### config.mk
export PLATFORM = sky130hd
export DESIGN_NAME = uart_brk_rx
export DESIGN_NICKNAME = d
export VERILOG_FILES = /design/src/rtl/uart_brk_rx_pkg.sv /design/src/rtl/uart_brk_rx_sync.sv /design/src/rtl/uart_brk_rx_framer.sv /design/src/rtl/uart_brk_rx_status.sv /design/src/rtl/uart_brk_rx.sv
export SDC_FILE = /design/constraint.sdc
export NUM_CORES = 1
export LEC_CHECK = 0
export ABC_AREA = 1
export ABC_CLOCK_PERIOD_IN_PS = 1720
export BUFFER_PORTS_ARGS = -buffer_cell sky130_fd_sc_hd__clkbuf_2
export CAP_MARGIN = 5
export CORE_MARGIN = 10
export CORE_UTILIZATION = 60
export CTS_CLUSTER_DIAMETER = 30
export DETAILED_ROUTE_END_ITERATION = 8
export PLACE_DENSITY_LB_ADDON = 0.2
export SKIP_CTS_REPAIR_TIMING = 1
export SLEW_MARGIN = 40
export SYNTH_ARGS = -nofsm -noshare
export SYNTH_HDL_FRONTEND = slang
export SYNTH_HIERARCHICAL = 1
export SYNTH_SLANG_ARGS = --single-unit
### constraint.sdc
create_clock -name clk -period 1.72 [get_ports clk]
set_clock_uncertainty 0.1 [all_clocks]
set_input_delay 0.258 -clock clk [delete_from_list [all_inputs] [get_ports clk]]
set_output_delay 0.258 -clock clk [all_outputs]
set_load 0.02 [all_outputs]
### src/rtl/uart_brk_rx_pkg.sv
package uart_brk_rx_pkg;

   localparam int unsigned WORD_W = 9;

   typedef enum logic [2:0] {
      RX_HUNT,
      RX_START,
      RX_DATA,
      RX_STOP,
      RX_WAIT_HIGH
   } rx_state_e;

   typedef struct packed {
      logic [WORD_W-1:0] word;
      logic              frame_err;
      logic              noise;
      logic              par_err;
      logic              brk;
   } rx_frame_t;

endpackage

### src/rtl/uart_brk_rx_sync.sv
module uart_brk_rx_sync #(
   parameter int unsigned STAGES = 2
) (
   input  logic clk,
   input  logic rst_n,
   input  logic d_i,
   output logic q_o
);

   generate
      if (STAGES < 2) begin : g_bad_stages
         $error("uart_brk_rx_sync: STAGES must be at least 2");
      end
   endgenerate

   logic [STAGES-1:0] pipe_q;

   // Line idles high, so the chain resets to ones.
   always_ff @(posedge clk or negedge rst_n) begin
      if (!rst_n) pipe_q <= '1;
      else        pipe_q <= {pipe_q[STAGES-2:0], d_i};
   end

   assign q_o = pipe_q[STAGES-1];

endmodule

### src/rtl/uart_brk_rx_framer.sv
module uart_brk_rx_framer
   import uart_brk_rx_pkg::*;
#(
   parameter int unsigned OSR      = 16,
   parameter int unsigned PAR_MODE = 1
) (
   input  logic      clk,
   input  logic      rst_n,
   input  logic      rx_i,
   input  logic      tick_i,
   input  logic      mode9_i,
   output logic      active_o,
   output logic      vld_o,
   output rx_frame_t frame_o
);

   localparam int unsigned CW  = $clog2(OSR);
   localparam int unsigned MID = OSR / 2;
   localparam logic [CW-1:0] SMP_A = CW'(MID - 1);
   localparam logic [CW-1:0] SMP_B = CW'(MID);
   localparam logic [CW-1:0] SMP_C = CW'(MID + 1);
   localparam logic [CW-1:0] LAST  = CW'(OSR - 1);

   generate
      if (OSR < 8) begin : g_bad_osr
         $error("uart_brk_rx_framer: OSR must be at least 8");
      end
      if (PAR_MODE > 2) begin : g_bad_par
         $error("uart_brk_rx_framer: PAR_MODE must be 0, 1 or 2");
      end
   endgenerate

   rx_state_e          state_q;
   logic [CW-1:0]      cnt_q;
   logic [3:0]         bit_idx_q;
   logic [1:0]         votes_q;
   logic [WORD_W-1:0]  shreg_q;
   logic               wide_q;
   logic               nf_acc_q;
   logic               active_q;
   logic               vld_q;
   rx_frame_t          frame_q;

   logic       maj;
   logic       disagree;
   logic [3:0] last_idx;
   logic       par_bad;

   // The third sample is the live line value on the deciding tick.
   assign maj      = (votes_q[0] & votes_q[1]) | (votes_q[0] & rx_i) | (votes_q[1] & rx_i);
   assign disagree = !((votes_q[0] == votes_q[1]) && (votes_q[1] == rx_i));
   assign last_idx = wide_q ? 4'd8 : 4'd7;

   generate
      if (PAR_MODE == 0) begin : g_par_none
         assign par_bad = 1'b0;
      end else if (PAR_MODE == 1) begin : g_par_even
         assign par_bad = ^shreg_q;
      end else begin : g_par_odd
         assign par_bad = ~^shreg_q;
      end
   endgenerate

   always_ff @(posedge clk or negedge rst_n) begin
      if (!rst_n) begin
         state_q   <= RX_HUNT;
         cnt_q     <= '0;
         bit_idx_q <= '0;
         votes_q   <= '0;
         shreg_q   <= '0;
         wide_q    <= 1'b0;
         nf_acc_q  <= 1'b0;
         active_q  <= 1'b0;
         vld_q     <= 1'b0;
         frame_q   <= '0;
      end else begin
         vld_q <= 1'b0;
         if (tick_i) begin
            case (state_q)
               RX_HUNT: begin
                  if (!rx_i) begin
                     state_q <= RX_START;
                     cnt_q   <= CW'(1);
                  end
               end
               RX_WAIT_HIGH: begin
                  if (rx_i) state_q <= RX_HUNT;
               end
               default: begin
                  cnt_q <= (cnt_q == LAST) ? '0 : cnt_q + 1'b1;
                  if (cnt_q == SMP_A) votes_q[0] <= rx_i;
                  if (cnt_q == SMP_B) votes_q[1] <= rx_i;
                  if (cnt_q == SMP_C) begin
                     unique case (state_q)
                        RX_START: begin
                           if (maj) begin
                              state_q <= RX_HUNT;
                           end else begin
                              active_q  <= 1'b1;
                              nf_acc_q  <= disagree;
                              shreg_q   <= '0;
                              wide_q    <= mode9_i;
                              bit_idx_q <= '0;
                           end
                        end
                        RX_DATA: begin
                           shreg_q[bit_idx_q] <= maj;
                           nf_acc_q           <= nf_acc_q | disagree;
                        end
                        RX_STOP: begin
                           frame_q.word      <= shreg_q;
                           frame_q.frame_err <= !maj;
                           frame_q.noise     <= nf_acc_q | disagree;
                           frame_q.par_err   <= par_bad;
                           frame_q.brk       <= (shreg_q == '0) && !maj;
                           vld_q             <= 1'b1;
                           active_q          <= 1'b0;
                           state_q           <= maj ? RX_HUNT : RX_WAIT_HIGH;
                        end
                        default: ;
                     endcase
                  end
                  if (cnt_q == LAST) begin
                     if (state_q == RX_START) begin
                        state_q <= RX_DATA;
                     end else if (state_q == RX_DATA) begin
                        if (bit_idx_q == last_idx) state_q <= RX_STOP;
                        else                       bit_idx_q <= bit_idx_q + 1'b1;
                     end
                  end
               end
            endcase
         end
      end
   end

   assign active_o = active_q;
   assign vld_o    = vld_q;
   assign frame_o  = frame_q;


   active_drop_chk: assert property (@(posedge clk) disable iff (!rst_n)
      vld_q |-> (!active_q && $past(active_q)));


   active_rise_chk: assert property (@(posedge clk) disable iff (!rst_n)
      $rose(active_q) |-> ($past(state_q) == RX_START));


   wait_high_chk: assert property (@(posedge clk) disable iff (!rst_n)
      (state_q == RX_WAIT_HIGH && tick_i && !rx_i) |=> (state_q == RX_WAIT_HIGH));

endmodule

### src/rtl/uart_brk_rx_status.sv
module uart_brk_rx_status
   import uart_brk_rx_pkg::*;
(
   input  logic              clk,
   input  logic              rst_n,
   input  logic              vld_i,
   input  rx_frame_t         frame_i,
   input  logic              rd_i,
   output logic [WORD_W-1:0] word_o,
   output logic              full_o,
   output logic              fe_o,
   output logic              nf_o,
   output logic              pe_o,
   output logic              ovr_o
);

   logic [WORD_W-1:0] word_q;
   logic full_q, fe_q, nf_q, pe_q, ovr_q;
   logic busy;

   // A read in the same cycle frees the register before the new frame lands.
   assign busy = full_q && !rd_i;

   always_ff @(posedge clk or negedge rst_n) begin
      if (!rst_n) begin
         word_q <= '0;
         full_q <= 1'b0;
         fe_q   <= 1'b0;
         nf_q   <= 1'b0;
         pe_q   <= 1'b0;
         ovr_q  <= 1'b0;
      end else begin
         if (rd_i) begin
            full_q <= 1'b0;
            ovr_q  <= 1'b0;
         end
         if (vld_i) begin
            if (frame_i.brk) begin
               word_q <= '0;
               fe_q   <= 1'b1;
               nf_q   <= frame_i.noise;
               pe_q   <= frame_i.par_err;
               full_q <= 1'b1;
               if (busy) ovr_q <= 1'b1;
            end else if (busy) begin
               ovr_q <= 1'b1;
            end else begin
               word_q <= frame_i.word;
               fe_q   <= frame_i.frame_err;
               nf_q   <= frame_i.noise;
               pe_q   <= frame_i.par_err;
               full_q <= 1'b1;
            end
         end
      end
   end

   assign word_o = word_q;
   assign full_o = full_q;
   assign fe_o   = fe_q;
   assign nf_o   = nf_q;
   assign pe_o   = pe_q;
   assign ovr_o  = ovr_q;


   brk_load_chk: assert property (@(posedge clk) disable iff (!rst_n)
      (vld_i && frame_i.brk) |=> (full_q && fe_q && word_q == '0));


   ovr_keep_chk: assert property (@(posedge clk) disable iff (!rst_n)
      (vld_i && !frame_i.brk && full_q && !rd_i) |=> (ovr_q && $stable(word_q) && $stable(fe_q)));


   rd_clear_chk: assert property (@(posedge clk) disable iff (!rst_n)
      (rd_i && !vld_i) |=> (!full_q && !ovr_q && $stable(fe_q) && $stable(word_q)));

endmodule

### src/rtl/uart_brk_rx.sv
module uart_brk_rx
   import uart_brk_rx_pkg::*;
#(
   parameter int unsigned OSR         = 16,
   parameter int unsigned SYNC_STAGES = 2,
   parameter int unsigned PAR_MODE    = 1
) (
   input  logic              clk,
   input  logic              rst_n,
   input  logic              rx_i,
   input  logic              tick_i,
   input  logic              mode9_i,
   input  logic              rd_i,
   output logic [WORD_W-1:0] word_o,
   output logic              full_o,
   output logic              frame_err_o,
   output logic              noise_o,
   output logic              par_err_o,
   output logic              overrun_o,
   output logic              active_o
);

   logic      rx_s;
   logic      frm_vld;
   rx_frame_t frm;

   uart_brk_rx_sync #(
      .STAGES (SYNC_STAGES)
   ) u_sync (
      .clk   (clk),
      .rst_n (rst_n),
      .d_i   (rx_i),
      .q_o   (rx_s)
   );

   uart_brk_rx_framer #(
      .OSR      (OSR),
      .PAR_MODE (PAR_MODE)
   ) u_framer (
      .clk      (clk),
      .rst_n    (rst_n),
      .rx_i     (rx_s),
      .tick_i   (tick_i),
      .mode9_i  (mode9_i),
      .active_o (active_o),
      .vld_o    (frm_vld),
      .frame_o  (frm)
   );

   uart_brk_rx_status u_status (
      .clk     (clk),
      .rst_n   (rst_n),
      .vld_i   (frm_vld),
      .frame_i (frm),
      .rd_i    (rd_i),
      .word_o  (word_o),
      .full_o  (full_o),
      .fe_o    (frame_err_o),
      .nf_o    (noise_o),
      .pe_o    (par_err_o),
      .ovr_o   (overrun_o)
   );

endmodule

After elaboration in Yosys (flattened, before gate mapping)
Cells that the tools add are included.

operators by class
  $lt $le $gt $ge = 2
  eq/ne operators = 15
  reductions and logical operators = 23
  mux-type cells = 50
  $add $sub $neg = 2
  bitwise gates (word level) = 9

operators with widths
  kind                                                                count
  two-way mux 4 bit                                                   10
  two-way mux 3 bit                                                   9
  two-way mux 9 bit                                                   3
  two-way mux 1 bit                                                   20
  case mux 9 bit (2 select lines)                                     1
  AND reduction 5 bit                                                 3
  equality test 4 bit (second input constant)                         3
  case mux 3 bit (2 select lines)                                     2
  AND reduction 3 bit                                                 4
  bitwise mux 9 bit                                                   1
  zero test 9 bit                                                     1
  XOR reduction 9 bit                                                 1
  adder 4 x 1 -> 4 bit (second input constant)                        2
  inequality test 2 bit (second input constant)                       4
  case mux 4 bit (2 select lines)                                     1
  equality test 3 x 2 -> 1 bit (second input constant)                2
  less-than comparator 4 x 5 -> 1 bit (second input constant)         1
  demux 1 bit (select 4 bit)                                          1
  equality test 4 x 3 -> 1 bit (second input constant)                1
  equality test 4 bit                                                 1
  greater-or-equal comparator 4 x 1 -> 1 bit (second input constant)  1
  logical AND 1 bit                                                   4
  case mux 1 bit (2 select lines)                                     2
  AND reduction 2 bit                                                 2
  other kinds (11)                                                    21

word-level totals
  register bits after elaboration = 55
  input bits = 6
  output and inout bits = 15

Logic depth before layout (Yosys ltp)
  word-level depth = 11
  mapped depth = 11
  mapped depth without buffers = 11

Hierarchy
The synthesis kept the hierarchy.

by module, submodules not included
  module              area an instance (µm²)  times used  cells an instance
  uart_brk_rx_framer  2233.4                  1           286
  uart_brk_rx_status  670.6                   1           62
  uart_brk_rx_sync    52.6                    1           2

Worst setup path before layout
Ideal clock, no wire load.

  kind = reg-to-reg
  start point = register u_sync.pipe_q[1]
  end point = register u_framer.shreg_q[0]
  setup time = 0.121 ns
  path slack = 0.172 ns
  data required time = 1.499 ns
  arrival = 1.327 ns
  cell stages (with the launch flop) = 11
  cell sequence = dfstp_2 -> ha_1 -> inv_1 -> nand3_1 -> inv_1 -> nand2_1 -> a21oi_4 -> nand2_2 -> clkinv_2 -> nand2_1 -> nand2_1

on the way
  word-level cells in the longest chain between the ends = 5
  elaborated cells between the ends (all ways) = 8

ends and longest elaborated chain
  item                                                                              line                       RTL
  start, declared                                                                   uart_brk_rx_sync.sv:16     logic [STAGES-1:0] pipe_q;
  start signal, assigned                                                            uart_brk_rx_sync.sv:21     else pipe_q <= {pipe_q[STAGES-2:0], d_i};
  AND 1 bit                                                                         uart_brk_rx_framer.sv:50   assign maj = (votes_q[0] & votes_q[1]) | (votes_q[0] & rx_i) | (votes_q[1] & rx_i);
  bitwise OR 1 bit                                                                  uart_brk_rx_framer.sv:50
  bitwise OR 1 bit (*)                                                              uart_brk_rx_framer.sv:50
  inequality test 2 bit (no line) or bitwise mux 9 bit (tied branches)              --
  AND reduction 5 bit (no line) or case mux 9 bit (2 select lines) (tied branches)  --
  end signal, assigned by index                                                     uart_brk_rx_framer.sv:107  shreg_q[bit_idx_q] <= maj;
  end, declared                                                                     uart_brk_rx_framer.sv:37   logic [WORD_W-1:0] shreg_q;

Every way passes the cells marked *; elsewhere a longest branch is shown, timed or not.
A chain may end at the register's enable or synchronous reset.

Final worst setup path
  start point = register u_framer.cnt_q[0]
  end point = register u_framer.frame_q (netlist bit u_framer/frame_o[3])

on the way
  word-level cells in the longest chain between the ends = 2

ends and longest elaborated chain
  item                           line                      RTL
  start, declared                uart_brk_rx_framer.sv:34  logic [CW-1:0] cnt_q;
  start signal, assigned         uart_brk_rx_framer.sv:90  cnt_q <= (cnt_q == LAST) ? '0 : cnt_q + 1'b1;
  equality test 4 bit            uart_brk_rx_framer.sv:93  if (cnt_q == SMP_C) begin
  AND reduction 4 bit (no line)  --
  end, declared                  uart_brk_rx_framer.sv:42  rx_frame_t frame_q;

No other way between the ends.

==> impl_metrics.py <==
metrics = {
    "run_status": {
        "run_status": "completed",
    },
    "layout": {
        "final-instance-count-excl-fill": 454,
        "multiInputGateArea_mm2": 0.00137,
        "area_growth_syn_to_layout_pct": 13.3,
        "n_fill_cell": 391,
        "drive_gt1_frac": 0.266,
        "final_cell_area_mm2": 0.00335,
        "finalNetCount": 405,
        "layout.area.seq_mm2": 0.00138,
        "insertedDiodeCount": 0,
    },
    "clock_network": {
        "cts.clk_slew.worst_paths_ns": 0.10,
        "cts.sinks": 55,
        "clock_tree_from_tritoncts": "done",
        "cts_root_buffer": "clkbuf_8",
        "maximum_number_of_buffers_from_clock_root_to_sink": 2,
        "clkLatencyLatePin_ns": 0.30,
        "cts_h_tree_lvls": 2,
        "cts-buffers-inserted": 5,
    },
    "placed_design": {
        "globalplace.congestion": 0.871,
        "hpwlAfterDp_um": 4310,
        "port-buffer-count": 20,
        "post_dp_cell_area_mm2": 0.00315,
        "placedCellCount": 439,
    },
    "sta": {
        "finalSetupViolCount": 0,
        "post_layout_minimum_cycle_time_ns": 1.66,
        "timing.final.crit_share": 0.967,
        "fin_setup_tns_ns": 0,
        "worst_slew_pin_slew_ns": 0.521,
        "report.final.hold_viol_count": 0,
        "report.final.slew_viol_count": 0,
        "max_freq_ghz": 0.601,
        "slew-limit-headroom": 0.653,
    },
    "floorplan": {
        "floorplan.initialDensity": 0.622,
        "io_pins": 21,
        "floorplan.rows": 25,
        "core_area_mm2": 0.00475,
        "die_w_um": 90.2,
        "die_area_mm2": 0.00814,
        "die_span_y_um": 90.2,
    },
    "yosys": {
        "post_synthesis_sequential_area_ratio": 0.466,
        "synth-edff-count": 0,
        "yosysTopAreaCell": "dfrtp_1",
        "post_synth_inst_count": 350,
        "syn_avg_cell_area_um2": 8.45,
        "yosys-top-cells-count": "nand2_1 (77), dfrtp_1 (53), inv_1 (42), nor2_1 (34), nand2_2 (24)",
        "synth.lib_cells_used.distinct": 34,
        "yosysWarningCount": 6,
        "post-synth-top-count-cell": "nand2_1",
        "yosys_register_bits": 55,
        "synth_nets": 369,
        "ys_async_sr_fraction": 1.00,
        "post_synth_instance_area_mm2": 0.00296,
        "synth_top_area_share": 0.449,
        "ys_dominant_reg_cell": "dfrtp_1",
        "post_synth_main_area_contributors": "dfrtp_1 (45%), nand2_1 (9.8%), ha_1 (5.5%)",
    },
    "drt": {
        "num_vias": 2273,
        "routed_wl_um": 5490,
        "routed_via_density": 5.01,
        "residual_drc": 0,
        "drt-initial-drc-count": 89,
        "ant_nets_after_route": 0,
        "first_pass_iters": 4,
        "post_drt_wl_per_cell_um": 12.1,
    },
    "setup_path": {
        "critPathRequiredTime_ns": 1.81,
        "worst-endpoint-arrival_ns": 1.76,
        "setup.worst_path.start_class": "register",
        "critical_path.endpoint_type": "register",
        "critPathKind": "reg -> reg",
        "critical_path.max_fanout": 20,
    },
    "global_route": {
        "grt_first_pass_wirelength_um": 9240,
        "groute.usage.overall": 0.134,
        "grt_overflow_total": 0,
        "largest_net_degree_at_the_start_of_global_routing": 22,
        "grt_pass1_vias": 2064,
        "grt_antenna_before_repair": 0,
    },
    "power_and_ir_drop": {
        "power.static_leakage_nw": 1.79,
        "worst_vdd_rail_ir_drop_mv": 0.689,
        "p_per_area_mw_per_mm2": 1100,
        "p_total_w": 0.00369,
    },
    "run": {
        "maxCapViolations": 0,
    },
    "min_path": {
        "holdCritPathClass": "in -> reg",
    },
}
-- layout by cell type (no fill, tap or decap), types with 2 or more instances in the layout --
| cell type | n |
|---|---|
| dfrtp_1 | 53 |
| buf_4 | 9 |
| clkbuf_2 | 20 |
| nand2_1 | 73 |
| xor2_1 | 2 |
| inv_2 | 10 |
| dlygate4sd3_1 | 2 |
| clkbuf_8 | 6 |
| o21ai_1 | 14 |
| nor2_4 | 4 |
| nor2_1 | 34 |
| a21oi_1 | 6 |
| inv_4 | 2 |
| nand3_1 | 16 |
| buf_6 | 2 |
| nand4_1 | 11 |
| o21ai_0 | 14 |
| nor2_2 | 2 |
| ha_1 | 11 |
| inv_1 | 39 |
| nand3_2 | 2 |
| dfstp_2 | 2 |
| nand2_2 | 28 |
| nor3_1 | 2 |
| ha_2 | 2 |
| nand2_4 | 6 |
-- per-stage QoR --
stage / hold slack [ns] / utilization / worst slack, ns
6_report: 0.0109 / 0.705 / 0.0562
5_1_grt: 0.000286 / 0.705 / -0.0355
4_1_cts: -0.181 / 0.683 / 0.0473
3_5_place_dp: 0.152 / 0.663 / 0.0653
3_3_place_gp: 0.146 / 0.663 / 0.0872
2_1_floorplan: -0.138 / - / 0.172
-- logic make-up (layout without fill, tap and decap cells) --
kind of cell / after synthesis / after routing / synth area share
compound gates: 40 / 40 / 0.0749
xor+xnor: 3 / 3 / 0.00889
fa+ha+maj: 13 / 13 / 0.0550
buf+inv: 56 / 93 / 0.0838
flops: 55 / 55 / 0.466
simple gates: 183 / 183 / 0.311
-- final cells by class --
type | instances | area share
clock buffer | 7 | 0.0258
timing repair buffer | 34 | 0.0687
tap | 67 | 0.0250
sequential | 55 | 0.412
clock inverter | 1 | 0.00261
inverter | 51 | 0.0586
multi-input combinational | 239 | 0.408
-- worst max-delay path, stage by stage, from the launching register on --
cell and delay [ns]:
dfrtp_1 0.42, buf_4 0.14, ha_1 0.15, nand3_2 0.12, nor3_4 0.22, nand2_2 0.10, buf_6 0.17, nand2_1 0.07
nand2_1 0.06
-- state kept, by name (all words and copies together), names as in the netlist --
register	count
u_framer/nf_acc_q	1
u_framer/votes_q	2
u_status/word_o	9
u_status/pe_o	1
u_framer/shreg_q	9
u_framer/cnt_q	4
u_framer/bit_idx_q	4
u_status/nf_o	1
u_framer/frame_o	13
u_framer/wide_q	1
u_framer/vld_o	1
u_framer/state_q	3
u_sync/pipe_q	2
u_status/fe_o	1
u_status/full_o	1
u_status/ovr_o	1
u_framer/active_o	1
-- metal layers --
| layer | GRT usage | part of all wire | vias to the layer above |
|---|---|---|---|
| met2 | 0.231 | 0.49 | 37 |
| li1 | - | - | 1182 |
| met3 | 0.0391 | 0.046 | 7 |
| met4 | 0.0438 | 0.016 | 0 |
| met1 | 0.156 | 0.45 | 1047 |
| met5 | 0 | 0 | - |
-- power by group --
part	switching, W	internal, W	total (W)
logic	0.000818	0.000448	0.00127
registers	0.000197	0.00149	0.00168
clock network	0.000406	0.000331	0.000737
-- final timing paths --
check	depth (start not counted)	slack (ns)	start	end
worst min-delay path	2	0.01	rd_i	u_status/ovr_o
worst max-delay path	8	0.06	u_framer/cnt_q[0]	u_framer/frame_o[3]
max in group asynchronous	3	0.56	rst_n	u_framer/shreg_q[3]
worst max register to register	8	0.06	u_framer/cnt_q[0]	u_framer/frame_o[3]
min in group asynchronous	2	0.35	rst_n	u_framer/votes_q[1]
worst min register to register	0	0.27	u_sync/pipe_q[0]	u_sync/pipe_q[1]
(Power assumes the default switching activity.)
